[src/rtl/bwx_pkg.sv]
package bwx_pkg;

    localparam int unsigned BANK_W = 6;
    localparam int unsigned CPU_AW = 16;
    localparam int unsigned LOW_W  = 13;

    typedef logic [BANK_W-1:0] bank_t;

    typedef enum logic [1:0] {
        SRC_NONE   = 2'd0,
        SRC_ONCHIP = 2'd1,
        SRC_WIN1   = 2'd2,
        SRC_WIN2   = 2'd3
    } src_e;

    typedef struct packed {
        bank_t sel1;
        bank_t sel2;
    } bank_state_t;

endpackage

[src/rtl/bwx_range_hit.sv]
module bwx_range_hit #(
    parameter int unsigned        AW = 16,
    parameter logic [AW-1:0]      LO = '0,
    parameter logic [AW-1:0]      HI = '1
) (
    input  logic [AW-1:0] addr,
    output logic          hit
);

    always_comb begin
        hit = (addr >= LO) && (addr <= HI);
    end

endmodule

[src/rtl/bwx_bank_regs.sv]
module bwx_bank_regs
    import bwx_pkg::*;
#(
    parameter int unsigned       RAW  = 8,
    parameter int unsigned       DW   = 8,
    parameter logic [RAW-1:0]    OFS1 = 8'h58,
    parameter logic [RAW-1:0]    OFS2 = 8'h59
) (
    input  logic           clk,
    input  logic           rst_n,
    input  logic           reg_we,
    input  logic [RAW-1:0] reg_addr,
    input  logic [DW-1:0]  reg_wdata,
    output logic [DW-1:0]  reg_rdata,
    output bank_t          bank1,
    output bank_t          bank2
);

    localparam int unsigned FIELD_LO = 1;
    localparam int unsigned FIELD_HI = FIELD_LO + BANK_W - 1;

    bank_state_t state_d, state_q;

    always_comb begin
        state_d = state_q;
        if (reg_we && (reg_addr == OFS1)) begin
            state_d.sel1 = reg_wdata[FIELD_HI:FIELD_LO];
        end
        if (reg_we && (reg_addr == OFS2)) begin
            state_d.sel2 = reg_wdata[FIELD_HI:FIELD_LO];
        end
    end

    always_ff @(posedge clk or negedge rst_n) begin
        if (!rst_n) begin
            state_q <= '0;
        end else begin
            state_q <= state_d;
        end
    end

    always_comb begin
        reg_rdata = '0;
        if (reg_addr == OFS1) begin
            reg_rdata[FIELD_HI:FIELD_LO] = state_q.sel1;
        end else if (reg_addr == OFS2) begin
            reg_rdata[FIELD_HI:FIELD_LO] = state_q.sel2;
        end
    end

    assign bank1 = state_q.sel1;
    assign bank2 = state_q.sel2;

    AST_RSVD_BITS_ZERO: assert property (@(posedge clk) disable iff (!rst_n)
        (reg_rdata[DW-1] == 1'b0) && (reg_rdata[0] == 1'b0));

    AST_WRITE_LANDS1: assert property (@(posedge clk) disable iff (!rst_n)
        (reg_we && reg_addr == OFS1) |=> (bank1 == $past(reg_wdata[FIELD_HI:FIELD_LO])));

    AST_HOLD_NO_WRITE1: assert property (@(posedge clk) disable iff (!rst_n)
        !(reg_we && reg_addr == OFS1) |=> $stable(bank1));

    AST_HOLD_NO_WRITE2: assert property (@(posedge clk) disable iff (!rst_n)
        !(reg_we && reg_addr == OFS2) |=> $stable(bank2));

endmodule

[src/rtl/bwx_decode.sv]
module bwx_decode
    import bwx_pkg::*;
#(
    parameter logic [CPU_AW-1:0]          W1_BASE = 16'h4000,
    parameter logic [CPU_AW-1:0]          W1_SIZE = 16'h4000,
    parameter logic [CPU_AW-1:0]          W2_BASE = 16'h6000,
    parameter logic [CPU_AW-1:0]          W2_SIZE = 16'h4000,
    parameter int unsigned                N_OC    = 3,
    parameter logic [N_OC*CPU_AW-1:0]     OC_BASE = {16'h9E00, 16'h4000, 16'h0000},
    parameter logic [N_OC*CPU_AW-1:0]     OC_LIM  = {16'h9FFF, 16'h43FF, 16'h007F}
) (
    input  logic [CPU_AW-1:0] cpu_addr,
    input  bank_t             bank1,
    input  bank_t             bank2,
    output bank_t             ext_hi,
    output src_e              src
);

    localparam logic [CPU_AW:0] W1_END = {1'b0, W1_BASE} + {1'b0, W1_SIZE} - 1'b1;
    localparam logic [CPU_AW:0] W2_END = {1'b0, W2_BASE} + {1'b0, W2_SIZE} - 1'b1;

    logic            w1_hit, w2_hit;
    logic [N_OC-1:0] oc_hit;

    bwx_range_hit #(.AW(CPU_AW), .LO(W1_BASE), .HI(W1_END[CPU_AW-1:0])) u_win1 (
        .addr (cpu_addr),
        .hit  (w1_hit)
    );

    bwx_range_hit #(.AW(CPU_AW), .LO(W2_BASE), .HI(W2_END[CPU_AW-1:0])) u_win2 (
        .addr (cpu_addr),
        .hit  (w2_hit)
    );

    for (genvar g = 0; g < N_OC; g++) begin : g_oc
        bwx_range_hit #(
            .AW (CPU_AW),
            .LO (OC_BASE[g*CPU_AW +: CPU_AW]),
            .HI (OC_LIM[g*CPU_AW +: CPU_AW])
        ) u_oc (
            .addr (cpu_addr),
            .hit  (oc_hit[g])
        );
    end

    always_comb begin
        if (|oc_hit) begin
            src = SRC_ONCHIP;
        end else if (w1_hit) begin
            src = SRC_WIN1;
        end else if (w2_hit) begin
            src = SRC_WIN2;
        end else begin
            src = SRC_NONE;
        end
    end

    always_comb begin
        unique case (src)
            SRC_WIN1: ext_hi = bank1;
            SRC_WIN2: ext_hi = bank2;
            default:  ext_hi = '0;
        endcase
    end

endmodule

[src/rtl/bank_window_expander.sv]
module bank_window_expander
    import bwx_pkg::*;
#(
    parameter logic [15:0]  W1_BASE = 16'h8000,
    parameter logic [15:0]  W1_SIZE = 16'h2000,
    parameter logic [15:0]  W2_BASE = 16'hA000,
    parameter logic [15:0]  W2_SIZE = 16'h4000,
    parameter int unsigned  N_OC    = 3,
    parameter logic [N_OC*16-1:0] OC_BASE = {16'hFE00, 16'h0080, 16'h0000},
    parameter logic [N_OC*16-1:0] OC_LIM  = {16'hFFFF, 16'h047F, 16'h007F},
    parameter logic [7:0]   OFS1    = 8'h58,
    parameter logic [7:0]   OFS2    = 8'h59
) (
    input  logic        clk,
    input  logic        rst_n,
    input  logic        reg_we,
    input  logic [7:0]  reg_addr,
    input  logic [7:0]  reg_wdata,
    output logic [7:0]  reg_rdata,
    input  logic [15:0] cpu_addr,
    output logic [12:0] addr_lo,
    output logic [5:0]  ext_hi,
    output logic        win1_act,
    output logic        win2_act,
    output logic        onchip_hit
);

    bank_t bank1, bank2, hi_sel;
    src_e  src;

    bwx_bank_regs #(.RAW(8), .DW(8), .OFS1(OFS1), .OFS2(OFS2)) u_regs (
        .clk       (clk),
        .rst_n     (rst_n),
        .reg_we    (reg_we),
        .reg_addr  (reg_addr),
        .reg_wdata (reg_wdata),
        .reg_rdata (reg_rdata),
        .bank1     (bank1),
        .bank2     (bank2)
    );

    bwx_decode #(
        .W1_BASE (W1_BASE), .W1_SIZE (W1_SIZE),
        .W2_BASE (W2_BASE), .W2_SIZE (W2_SIZE),
        .N_OC    (N_OC),
        .OC_BASE (OC_BASE), .OC_LIM (OC_LIM)
    ) u_dec (
        .cpu_addr (cpu_addr),
        .bank1    (bank1),
        .bank2    (bank2),
        .ext_hi   (hi_sel),
        .src      (src)
    );

    assign addr_lo    = cpu_addr[LOW_W-1:0];
    assign ext_hi     = hi_sel;
    assign win1_act   = (src == SRC_WIN1);
    assign win2_act   = (src == SRC_WIN2);
    assign onchip_hit = (src == SRC_ONCHIP);

    AST_ONE_WINDOW: assert property (@(posedge clk) disable iff (!rst_n)
        $countones({win1_act, win2_act, onchip_hit}) <= 1);

    AST_ONCHIP_HIDES_BANK: assert property (@(posedge clk) disable iff (!rst_n)
        onchip_hit |-> (ext_hi == '0));

    AST_IDLE_ZERO: assert property (@(posedge clk) disable iff (!rst_n)
        !(win1_act || win2_act) |-> (ext_hi == '0));

    AST_WIN1_BANK: assert property (@(posedge clk) disable iff (!rst_n)
        win1_act |-> (ext_hi == reg_rdata_bank1()));

    function automatic bank_t reg_rdata_bank1();
        return bank1;
    endfunction

endmodule

[config.mk]
export PLATFORM = sky130hd
export DESIGN_NAME = bank_window_expander
export DESIGN_NICKNAME = d
export VERILOG_FILES = /design/src/rtl/bwx_pkg.sv /design/src/rtl/bwx_range_hit.sv /design/src/rtl/bwx_bank_regs.sv /design/src/rtl/bwx_decode.sv /design/src/rtl/bank_window_expander.sv
export SDC_FILE = /design/constraint.sdc
export NUM_CORES = 1
export LEC_CHECK = 0
export BUFFER_PORTS_ARGS = -buffer_cell sky130_fd_sc_hd__buf_4
export CAP_MARGIN = 20
export CORE_MARGIN = 5
export CORE_UTILIZATION = 42
export CTS_BUF_LIST = sky130_fd_sc_hd__clkbuf_16
export DETAILED_ROUTE_END_ITERATION = 8
export GPL_TIMING_DRIVEN = 0
export PLACE_DENSITY_LB_ADDON = 0.1
export RECOVER_POWER = 25
export REMOVE_ABC_BUFFERS = 1
export SYNTH_ARGS = -nofsm -noshare
export SYNTH_HDL_FRONTEND = slang
export SYNTH_SLANG_ARGS = --single-unit
[constraint.sdc]
create_clock -name clk -period 3.2 [get_ports clk]
set_input_delay 0.8 -clock clk [delete_from_list [all_inputs] [get_ports clk]]
set_output_delay 0.8 -clock clk [all_outputs]
set_load 0.1 [all_outputs]
Word-level counts from Yosys, hierarchy flattened
Index checks and enable logic that the tools add are counted.

Register bits: 12. Output and inout port bits: 30. Logic and storage cells: 31.

Order comparisons: 10. Equality and inequality tests: 5. Muxes and demuxes: 6. Reduce and logical (&&, ||, !) cells: 8.

Operator list (number): 16-bit greater-or-equal comparator, second input constant (3); 16-bit less-or-equal comparator, second input constant (3); 8-bit by 7-bit == test with 1-bit output, second input constant (2); 16-bit by 1-bit greater-or-equal comparator with 1-bit output, second input constant (1); 16-bit by 8-bit greater-or-equal comparator with 1-bit output, second input constant (1); 16-bit by 11-bit less-or-equal comparator with 1-bit output, second input constant (1); 16-bit by 7-bit less-or-equal comparator with 1-bit output, second input constant (1); 6-bit 2-to-1 mux (2); 6-bit one-hot mux with 2 select lines (1); 1-bit logical AND (7); 2-bit 2-to-1 mux (3); 2-bit == test, second input constant (2); 3-bit OR reduction (1); 2-bit by 1-bit == test with 1-bit output, second input constant (1).

Logic depth before layout (Yosys ltp)
Gate-level depths: netlist (run 1).

Depth in word-level cells: 7. Depth in mapped cells: 4. Depth with buffers taken out: 3.

By module
Synthesis (run 1) repeated with hierarchy kept, for this count alone.

Cells, all modules: 101. Area total of the unflattened synthesis: 1002.2 µm².

By module, submodules not included: bwx_bank_regs (instances 1, cells each 46, area an instance 636.9 µm²); bwx_decode (instances 1, cells each 26, area an instance 147.6 µm²); bank_window_expander (instances 1, cells each 16, area an instance 120.1 µm²); bwx_range_hit at u_dec.g_oc[1].u_oc (instances 1, cells each 4, area an instance 28.8 µm²); bwx_range_hit at u_dec.g_oc[0].u_oc (instances 1, cells each 3, area an instance 26.3 µm²); bwx_range_hit at u_dec.g_oc[2].u_oc (instances 1, cells each 3, area an instance 15.0 µm²); bwx_range_hit at u_dec.u_win2 (instances 1, cells each 2, area an instance 15.0 µm²); bwx_range_hit at u_dec.u_win1 (instances 1, cells each 1, area an instance 12.5 µm²).

Worst setup path before layout (run 1)
Ideal clock, no wire load.

Path kind: input to output. Start: in cpu_addr[14]. End: out onchip_hit. Data arrival time: 3.002 ns. Slack: -0.602 ns. Stages: 2. Path through: nand4_1 -> o21ai_0.

Longest elaborated chain between the ends: 6. Elaborated cells between the ends (all ways): 20. Those cells by class: order compare: 10; eq/ne: 1; mux: 3; reduce/logical: 6.

Ends and longest elaborated chain: from (decl) (RTL line bank_window_expander.sv:20) `input logic [15:0] cpu_addr,`; 16-bit greater-or-equal comparator or 16-bit less-or-equal comparator (tied branches) (RTL line bwx_range_hit.sv:11) `hit = (addr >= LO) && (addr <= HI);`; 1-bit logical AND (RTL line bwx_range_hit.sv:11); 2-bit 2-to-1 mux (RTL line bwx_decode.sv:51) `end else if (w2_hit) begin`; 2-bit 2-to-1 mux (RTL line bwx_decode.sv:49) `end else if (w1_hit) begin`; 2-bit 2-to-1 mux * (RTL line bwx_decode.sv:47) `if (|oc_hit) begin`; 2-bit by 1-bit == test with 1-bit output * (RTL line bank_window_expander.sv:59) `assign onchip_hit = (src == SRC_ONCHIP);`; to (decl) (RTL line bank_window_expander.sv:25) `output logic onchip_hit`.

Every way passes the cells marked *; elsewhere a longest branch is shown, timed or not.

Final worst setup path (run 1)
Start: in reg_addr[5]. End: out reg_rdata[3].

Longest elaborated chain between the ends: 3. Elaborated cells between the ends (all ways): 4. Those cells by class: eq/ne: 2; mux: 2.

Ends and longest elaborated chain: from (decl) (RTL line bank_window_expander.sv:17) `input logic [7:0] reg_addr,`; 8-bit by 7-bit == test with 1-bit output (RTL line bwx_bank_regs.sv:46) `end else if (reg_addr == OFS2) begin`; 6-bit 2-to-1 mux (RTL line bwx_bank_regs.sv:46); 6-bit 2-to-1 mux * (RTL line bwx_bank_regs.sv:44) `if (reg_addr == OFS1) begin`; to (decl) (RTL line bank_window_expander.sv:19) `output logic [7:0] reg_rdata,`.

Marked as above.

==> out/summary.txt, run 1 <==
outcome: finished, final reports clean
Yosys reg bits: 12
vias in the first global route: 634
worst r2r path cells: 1
Seq. cell area: 300 µm²
CTS H-tree lvls: 1
fmax: 362 MHz
I/O Buffers: 46
critical-path cell list: buf_4, nor3b_4, nand2_1, nor2_1, buf_4
Pre-antenna DRT Iters: 2
final setup vio count: 0
worst slew pin tran: 0.621 ns
CP peak stage delay: 0.31 ns
crit-path max FO: 6
layout cells sized above 1: 0.578
Layout area overhead: 39.7%
total power: 523 µW
RSZ-0062 raised after global routing: no
DRC viols: 0
Yosys top cell by area: dfrtp_1
first-pass GRT wire length: 2840 µm
WL final: 2020 µm
Period Utilization, post-route: 0.862
most used cell, CP: buf_4
Gate Count Post-Synth: 76
die height: 54.7 µm
Max VDD drop: 0.000384 V
nets: 145
via count: 679
DR vias/cell: 4.99
Avg Synthesized Cell Area: 11.0 µm²
Num CTS Buffers: 3
Initial Util: 0.436
Final Hold Fails: 0
most frequent cells in the layout: buf_4 (45), dfrtp_1 (12), mux2_2 (11)
fin. max-slew vios: 0
initial antenna violation count: 0
WS Path Type: in -> out
n_diodes: 0
Worst Setup Start Kind: input pin
Area contributors post-synth: dfrtp_1 (36%), mux2_2 (15%), buf_4 (13%)
Leakage: 0.628 nW
clock skew: 0 ns
CTS Sinks: 12
Arr. time, crit path: 1.96 ns
MaxCap Viol Count: 0
Post-Syn Area: 838 µm²
CTS tree: built
synthesis warning total: 0
register area share after synthesis: 0.358
Die ar.: 2990 µm²
worst hold-check path type: reg -> reg
CP Launch Point: reg_addr[5]
r2r endpoint: u_regs.bank2[3]
PostCTS Resize Cnt: 0
GRT overflow: 0
Final HPWL DP: 1540 µm
Final ANT Viol Nets: 0
crit path time final: 2.76 ns
IO Pins: 65
fillcell total: 170
Die X: 54.7 µm
Pwr per Cell Area: 447 nW/µm²
area of the multi-input gates: 417 µm²
library cells used by synthesis: 22
slowest CP cell: nor3b_4
clock latency on the worst-skew pair: 0.24 ns
r2r setup slk: 2.40 ns
Yosys top cell area share: 0.358
Core ar.: 1920 µm²
Setup crit end: reg_rdata[3]
largest net degree at the start of global routing: 13
row count: 16
Setup WS pre-CTS: 0.436 ns
clk root buf: clkbuf_16
Worst setup EP type: output pin
Worst R2R Start: u_regs.bank2[3]
Clock Path Buffers: 2
Final Worst Setup Slack: 0.441 ns
violation count after the first detailed-route iteration: 2
most common cell after layout, fill and taps aside: buf_4
Post-CTS Setup Bufs: 0
Relative slew margins: 0.586
total track usage: 0.136
required time worst endpoint: 2.40 ns
hold buffer count at cts: 0
WL/cell: 14.8 µm
clock-pin transition on the worst setup and hold timing paths: 0.04 ns
final core occ: 0.609
routability cong.: 0.728
## registers in the layout (all words and copies together) (netlist names)
| register | flops |
|---|---|
| u_regs.bank2 | 6 |
| u_regs.bank1 | 6 |
## where the power goes
group          internal (mW)  switching [mW]
sequential             0.160         0.00504
clock                  0.164          0.0603
combinational         0.0421          0.0923
## synth_stat cells
| master | count |
|---|---|
| o31ai_1 | 1 |
| nand3_1 | 2 |
| nand4_4 | 1 |
| nand4b_4 | 1 |
| nand4_1 | 1 |
| dfrtp_1 | 12 |
| nor2_1 | 7 |
| buf_2 | 1 |
| clkbuf_1 | 2 |
| xor2_1 | 1 |
| o21ai_0 | 1 |
| nor3b_4 | 1 |
| and4bb_2 | 1 |
| mux2_2 | 11 |
| a22o_1 | 6 |
| buf_4 | 15 |
| and2_1 | 2 |
| nor3_1 | 1 |
| conb_1 | 1 |
| mux2i_1 | 6 |
| nand2_1 | 1 |
| mux2_1 | 1 |
## layer usage
metal	part of all wire	GRT usage	routed length [µm]	up-vias
met1	0.37	0.153	754	310
met3	0.15	0.0654	299	4
li1	-	-	-	321
met2	0.46	0.209	936	44
met5	0	0	0	-
met4	0.014	0.0747	29	0
## worst min path at each step
stage | start | slack, ns | cells after the start | to
floorplan | u_regs.bank2[3] | 0.49 | 1 | u_regs.bank2[3]
global placement | u_regs.bank2[3] | 0.51 | 1 | u_regs.bank2[3]
detailed placement | u_regs.bank2[3] | 0.52 | 1 | u_regs.bank2[3]
CTS | rst_n | 0.39 | 1 | u_regs.bank2[3]
global route | u_regs.bank2[4] | 0.54 | 1 | u_regs.bank2[4]
finish | u_regs.bank2[3] | 0.52 | 1 | u_regs.bank2[3]
## metrics by stage
| stage | cell area, µm² | hold WS, ns | std cells | TNS, ns |
|---|---|---|---|---|
| floorplan | 717 | 0.487 | 59 | -3.39 |
| global placement | 1100 | 0.509 | 132 | 0 |
| detailed placement | 1100 | 0.518 | 132 | 0 |
| CTS | 1170 | 0.394 | 136 | 0 |
| global route | 1170 | 0.543 | 136 | 0 |
| finish | 1170 | 0.523 | 136 | 0 |
## layout make-up
| cell class | instances | area share |
|---|---|---|
| clock buffer | 3 | 0.0641 |
| clock inverter | 1 | 0.00321 |
| multi-input combinational | 47 | 0.356 |
| sequential | 12 | 0.256 |
| tap | 27 | 0.0288 |
| timing repair buffer | 46 | 0.292 |
## cell families after synthesis
family / share of synthesized area
compound gates: 0.0776
xor+xnor: 0.0104
buf+inv: 0.149
flops: 0.358
mux: 0.233
other cells: 0.00447
simple gates: 0.167
## worst max-delay path: cells and delay by family
family,cells,cell delay (ns)
buffers and inverters,2,0.42
AND/OR/NAND/NOR,3,0.73
(Power assumes the default switching activity.)
==> run 2: changes to the inputs <==
Settings changed: CORE_MARGIN 5 to 2, CTS_CLUSTER_SIZE from default to 12.
==> run 2 against run 1 <==
Net effect:
- cell area did not move
- core utilization did not move
- clock power barely moved
- sequential cell count did not move
- count of clock-buffer cells in the layout did not move
- die area fell by 21%
- first-iteration DRC count rose by 100%
- setup slack improved by 0.0056 ns
- sequential power barely moved
- worst hold slack got worse by 0.0033 ns
- combinational power barely moved
- global-route usage rose by 3.8 points
==> out/summary.txt, run 2 (synthesis results as in run 1) <==
Arr. time, crit path: 1.95 ns (was 1.96 ns)
hold endpoint: u_regs.bank2[3] (unchanged)
vias in the first global route: 675 (was 634)
DP Area: 1100 µm² (unchanged)
final setup vio count: 0 (unchanged)
worst slew pin tran: 0.631 ns (was 0.621 ns)
DR vias/cell: 5.01 (was 4.99)
clk root buf: clkbuf_16 (unchanged)
Worst Setup Start Kind: input pin (unchanged)
hold buffer count at cts: 0 (unchanged)
total track usage: 0.174 (was 0.136)
fmax: 363 MHz (was 362 MHz)
Worst R2R Start: u_regs.bank2[3] (unchanged)
I/O Buffers: 46 (unchanged)
WHS Path Cells: 1 (unchanged)
RSZ-0062 raised after global routing: no (unchanged)
IO Pins: 65 (unchanged)
Max VDD drop: 0.000332 V (was 0.000384 V)
crit path time final: 2.75 ns (was 2.76 ns)
GRT overflow: 0 (unchanged)
r2r endpoint: u_regs.bank2[3] (unchanged)
switch share: 0.298 (was 0.301)
WL final: 1920 µm (was 2020 µm)
Hold Path Origin: u_regs.bank2[3] (unchanged)
Worst setup EP type: output pin (unchanged)
via count: 681 (was 679)
fillcell total: 182 (was 170)
Die ar.: 2370 µm² (was 2990 µm²)
largest net degree at the start of global routing: 13 (unchanged)
Layout area overhead: 39.7% (unchanged)
worst r2r path cells: 1 (unchanged)
Final Hold Fails: 0 (unchanged)
required time worst endpoint: 2.40 ns (about the same)
Die X: 48.7 µm (was 54.7 µm)
WL/cell: 14.1 µm (was 14.8 µm)
fin. max-slew vios: 0 (unchanged)
MaxCap Viol Count: 0 (unchanged)
PostCTS Resize Cnt: 0 (unchanged)
n_diodes: 0 (unchanged)
Seq pwr share: 0.316 (was 0.315)
Pwr per Cell Area: 445 nW/µm² (was 447 nW/µm²)
Final Cell Area: 1170 µm² (unchanged)
CTS tree: built (unchanged)
Core ar.: 1920 µm² (unchanged)
r2r setup slk: 2.41 ns (was 2.40 ns)
layout cells sized above 1: 0.578 (unchanged)
setup TNS: 0 ns (unchanged)
Clock Path Buffers: 2 (unchanged)
die height: 48.7 µm (was 54.7 µm)
clock skew: 0 ns (unchanged)
Leakage: 0.628 nW (unchanged)
clock group share of total power: 0.426 (was 0.428)
violation count after the first detailed-route iteration: 4 (was 2)
Num CTS Buffers: 3 (unchanged)
Post-CTS Setup Bufs: 0 (unchanged)
worst hold-check path type: reg -> reg (unchanged)
WS Path Type: in -> out (unchanged)
initial antenna violation count: 0 (unchanged)
Relative slew margins: 0.580 (was 0.586)
power share of the combinational group: 0.258 (was 0.257)
CTS Sinks: 12 (unchanged)
CTS H-tree lvls: 1 (unchanged)
outcome: finished, final reports clean (unchanged)
DRC viols: 0 (unchanged)
Period Utilization, post-route: 0.861 (was 0.862)
Pre-antenna DRT Iters: 4 (was 2)
Switch Pwr: 155 µW (was 158 µW)
first-pass GRT wire length: 3320 µm (was 2840 µm)
Final ANT Viol Nets: 0 (unchanged)
internal power: 366 µW (about the same)
routability cong.: 0.675 (was 0.728)
most frequent cells in the layout: buf_4 (45), dfrtp_1 (12), mux2_2 (11) (unchanged)
Initial Util: 0.436 (unchanged)
Final HPWL DP: 1460 µm (was 1540 µm)
nets: 145 (unchanged)
row count: 16 (unchanged)
crit-path max FO: 6 (unchanged)
clock-pin transition on the worst setup and hold timing paths: 0.04 ns (about the same)
clock latency on the worst-skew pair: 0.23 ns (was 0.24 ns)
most common cell after layout, fill and taps aside: buf_4 (unchanged)
run 2: metrics by stage:
stage / setup slack (ns) / total power [mW] / std cells / util / hold slack, ns
after floorplan: -0.602 / 0.223 / 59 / - / 0.487
after global placement: 0.439 / 0.301 / 132 / 0.570 / 0.505
after detailed placement: 0.451 / 0.302 / 132 / 0.570 / 0.517
after CTS: 0.434 / 0.528 / 136 / 0.611 / 0.401
after global routing: 0.376 / 0.539 / 136 / 0.609 / 0.539
final: 0.446 / 0.521 / 136 / 0.609 / 0.520
run 2: final cells by class:
| type | instances | area, µm² | area share |
|---|---|---|---|
| sequential | 12 | 300 | 0.256 |
| tap | 27 | 33.8 | 0.0288 |
| clock buffer | 3 | 75.1 | 0.0641 |
| timing repair buffer | 46 | 342 | 0.292 |
| multi-input combinational | 47 | 417 | 0.356 |
| clock inverter | 1 | 3.75 | 0.00321 |
run 2: metal layers:
layer,GRT usage,vias to the layer above,part of all wire
met4,0.0286,0,0.0042
met5,0,-,0
met1,0.227,324,0.42
li1,-,322,-
met3,0.0556,2,0.068
met2,0.285,33,0.50
run 2: worst max-delay path by stage:
stage / from / slack, ns / cells after the start / end
floorplan: cpu_addr[14] / -0.60 / 2 / onchip_hit
detailed placement: reg_addr[5] / 0.45 / 5 / reg_rdata[4]
global placement: reg_addr[5] / 0.44 / 5 / reg_rdata[3]
finish: reg_addr[5] / 0.45 / 5 / reg_rdata[4]
global route: reg_addr[5] / 0.38 / 5 / reg_rdata[3]
CTS: reg_addr[5] / 0.43 / 5 / reg_rdata[3]
run 2: power groups by stage:
stage               Combinational [mW]  Clock [mW]  Sequential (mW)
floorplan                       0.0573           0            0.166
finish                           0.134       0.222            0.165
CTS                              0.136       0.227            0.165
global route                     0.141       0.232            0.166
detailed placement               0.135           0            0.167
global placement                 0.135           0            0.166
run 2: critical path: stages:
cell     delay [ns]
buf_4          0.12
nor3b_4        0.31
nand2_1        0.24
nor2_1         0.17
buf_4          0.31
==> run 3: changes to the inputs <==
Settings changed: REMOVE_ABC_BUFFERS 1 to default.
==> run 3 against run 2 <==
Net effect:
- combinational power increased by 43%
- via count increased by 13%
- critical path depth did not move
- clock skew is the same
- worst hold slack improved by 0.0067 ns
- non-clock buffer count rose by 24
- sequential share of layout area decreased by 3.3 points
- critical endpoint unchanged
- largest cell class is now buffers
- register-to-register slack barely moved
- routed wire length up 8.5%
- largest power group unchanged
==> out/summary.txt, run 3 (synthesis results as in run 1) <==
layout cells sized above 1: 0.647 (was 0.578)
internal power: 384 µW (was 366 µW)
met1 Track Usage GR: 0.233 (was 0.227)
Seq pwr share: 0.282 (was 0.316)
Final HPWL DP: 1670 µm (was 1460 µm)
worst hold-check path type: reg -> reg (unchanged)
Arr. time, crit path: 2.01 ns (was 1.95 ns)
hold buffer count at cts: 0 (unchanged)
largest net degree at the start of global routing: 13 (unchanged)
GRT overflow: 0 (unchanged)
Initial Util: 0.436 (unchanged)
WL/cell: 13.0 µm (was 14.1 µm)
initial antenna violation count: 0 (unchanged)
WS Path Type: in -> out (unchanged)
via count: 772 (was 681)
WL final: 2080 µm (was 1920 µm)
MaxCap Viol Count: 0 (unchanged)
Final Hold Fails: 0 (unchanged)
most frequent cells in the layout: buf_4 (66), dfrtp_1 (12), mux2_2 (11) (was buf_4 (45), dfrtp_1 (12), mux2_2 (11))
worst r2r path cells: 1 (unchanged)
DRC viols: 0 (unchanged)
vias in the first global route: 818 (was 675)
Post-CTS Setup Bufs: 0 (unchanged)
Max VDD drop: 0.000466 V (was 0.000332 V)
fin cells: 160 (was 136)
slowest CP cell: and4bb_1 (was nor3b_4)
total track usage: 0.201 (was 0.174)
CTS H-tree lvls: 1 (unchanged)
Worst setup EP type: output pin (unchanged)
fillcell total: 161 (was 182)
GR met2 Demand/Resource: 0.338 (was 0.285)
outcome: finished, final reports clean (unchanged)
Pwr per Cell Area: 435 nW/µm² (was 445 nW/µm²)
placed insts: 156 (was 132)
violation count after the first detailed-route iteration: 5 (was 4)
crit-path max FO: 6 (unchanged)
critical-path cell list: buf_4, and4bb_1, nand2_1, nor2_1, buf_4 (was buf_4, nor3b_4, nand2_1, nor2_1, buf_4)
RSZ-0062 raised after global routing: no (unchanged)
required time worst endpoint: 2.40 ns (about the same)
worst slew pin tran: 0.626 ns (was 0.631 ns)
GR peak layer: met2 (unchanged)
PostCTS Resize Cnt: 0 (unchanged)
most common cell after layout, fill and taps aside: buf_4 (unchanged)
total power: 584 µW (was 521 µW)
clock skew: 0 ns (unchanged)
CTS Sinks: 12 (unchanged)
power share of the combinational group: 0.327 (was 0.258)
Final Worst Setup Slack: 0.390 ns (was 0.446 ns)
Worst Setup Start Kind: input pin (unchanged)
WHS Path Cells: 1 (unchanged)
Period Utilization, post-route: 0.878 (was 0.861)
Num CTS Buffers: 3 (unchanged)
clk root buf: clkbuf_16 (unchanged)
clock latency on the worst-skew pair: 0.24 ns (was 0.23 ns)
fin. max-slew vios: 0 (unchanged)
clock-pin transition on the worst setup and hold timing paths: 0.04 ns (about the same)
Leakage: 0.745 nW (was 0.628 nW)
Relative slew margins: 0.583 (was 0.580)
crit path time final: 2.81 ns (was 2.75 ns)
grt met3 use: 0.0772 (was 0.0556)
Die ar.: 2370 µm² (unchanged)
Clock Path Buffers: 2 (unchanged)
Pre-antenna DRT Iters: 2 (was 4)
DR vias/cell: 4.83 (was 5.01)
nets: 169 (was 145)
n_diodes: 0 (unchanged)
IO Pins: 65 (unchanged)
clock group share of total power: 0.391 (was 0.426)
final setup vio count: 0 (unchanged)
switch share: 0.343 (was 0.298)
fmax: 356 MHz (was 363 MHz)
Setup WS pre-CTS: 0.437 ns (was 0.451 ns)
setup TNS: 0 ns (unchanged)
Switch Pwr: 201 µW (was 155 µW)
Layout area overhead: 60.3% (was 39.7%)
Die X: 48.7 µm (unchanged)
die height: 48.7 µm (unchanged)
Core ar.: 1920 µm² (unchanged)
Final ANT Viol Nets: 0 (unchanged)
routability cong.: 0.729 (was 0.675)
row count: 16 (unchanged)
most used cell, CP: buf_4 (unchanged)
first-pass GRT wire length: 3660 µm (was 3320 µm)
CTS tree: built (unchanged)
CP peak stage delay: 0.39 ns (was 0.31 ns)
I/O Buffers: 52 (was 46)
-- run 3: changes by cell type in the layout (fill, tap and decap cells not counted) --
| cell | change |
|---|---|
| and4bb_2 | -1 |
| buf_2 | +1 |
| and4bb_1 | +1 |
| o21ai_1 | +1 |
| clkbuf_2 | +2 |
| o21ai_0 | -1 |
| buf_4 | +21 |
-- run 3: worst paths after layout --
path,from,endpoint,slack (ns)
max,reg_addr[1],reg_rdata[4],0.39
min,u_regs.bank2[3],u_regs.bank2[3],0.53
max in group asynchronous,rst_n,u_regs.bank2[4],2.25
min in group asynchronous,rst_n,u_regs.bank1[5],0.55
min reg2reg,u_regs.bank2[3],u_regs.bank2[3],0.53
max reg2reg,u_regs.bank2[3],u_regs.bank2[3],2.40
-- run 3: routing by layer --
metal | routed length, µm | vias to the layer above
met5 | 0 | -
met4 | 25 | 0
met3 | 185 | 2
met1 | 836 | 369
li1 | - | 369
met2 | 1040 | 32
-- run 3: power groups by stage --
stage / sequential [mW] / clock [mW] / combinational (mW)
2_1_floorplan: 0.166 / 0 / 0.140
3_3_place_gp: 0.166 / 0 / 0.190
3_5_place_dp: 0.167 / 0 / 0.193
4_1_cts: 0.165 / 0.235 / 0.193
5_1_grt: 0.166 / 0.240 / 0.200
6_report: 0.165 / 0.228 / 0.191
-- run 3: worst max-delay path: cells and delay by family --
| family | cells | cell delay [ns] |
|---|---|---|
| AND/OR/NAND/NOR | 3 | 0.78 |
| buffers and inverters | 2 | 0.42 |
-- run 3: area by class of cell --
cell class	count	area (µm²)	share of cell area
multi-input combinational	47	417	0.310
timing repair buffer	52	387	0.288
sequential	12	300	0.223
buffer	18	128	0.0950
clock buffer	3	75.1	0.0559
tap	27	33.8	0.0251
clock inverter	1	3.75	0.00279
-- run 3: per-stage QoR --
stage | hold WS [ns] | utilization | cell area, µm²
6_report | 0.526 | 0.699 | 1340
4_1_cts | 0.389 | 0.701 | 1350
2_1_floorplan | 0.487 | - | 845
5_1_grt | 0.550 | 0.699 | 1340
3_3_place_gp | 0.511 | 0.660 | 1270
3_5_place_dp | 0.518 | 0.660 | 1270
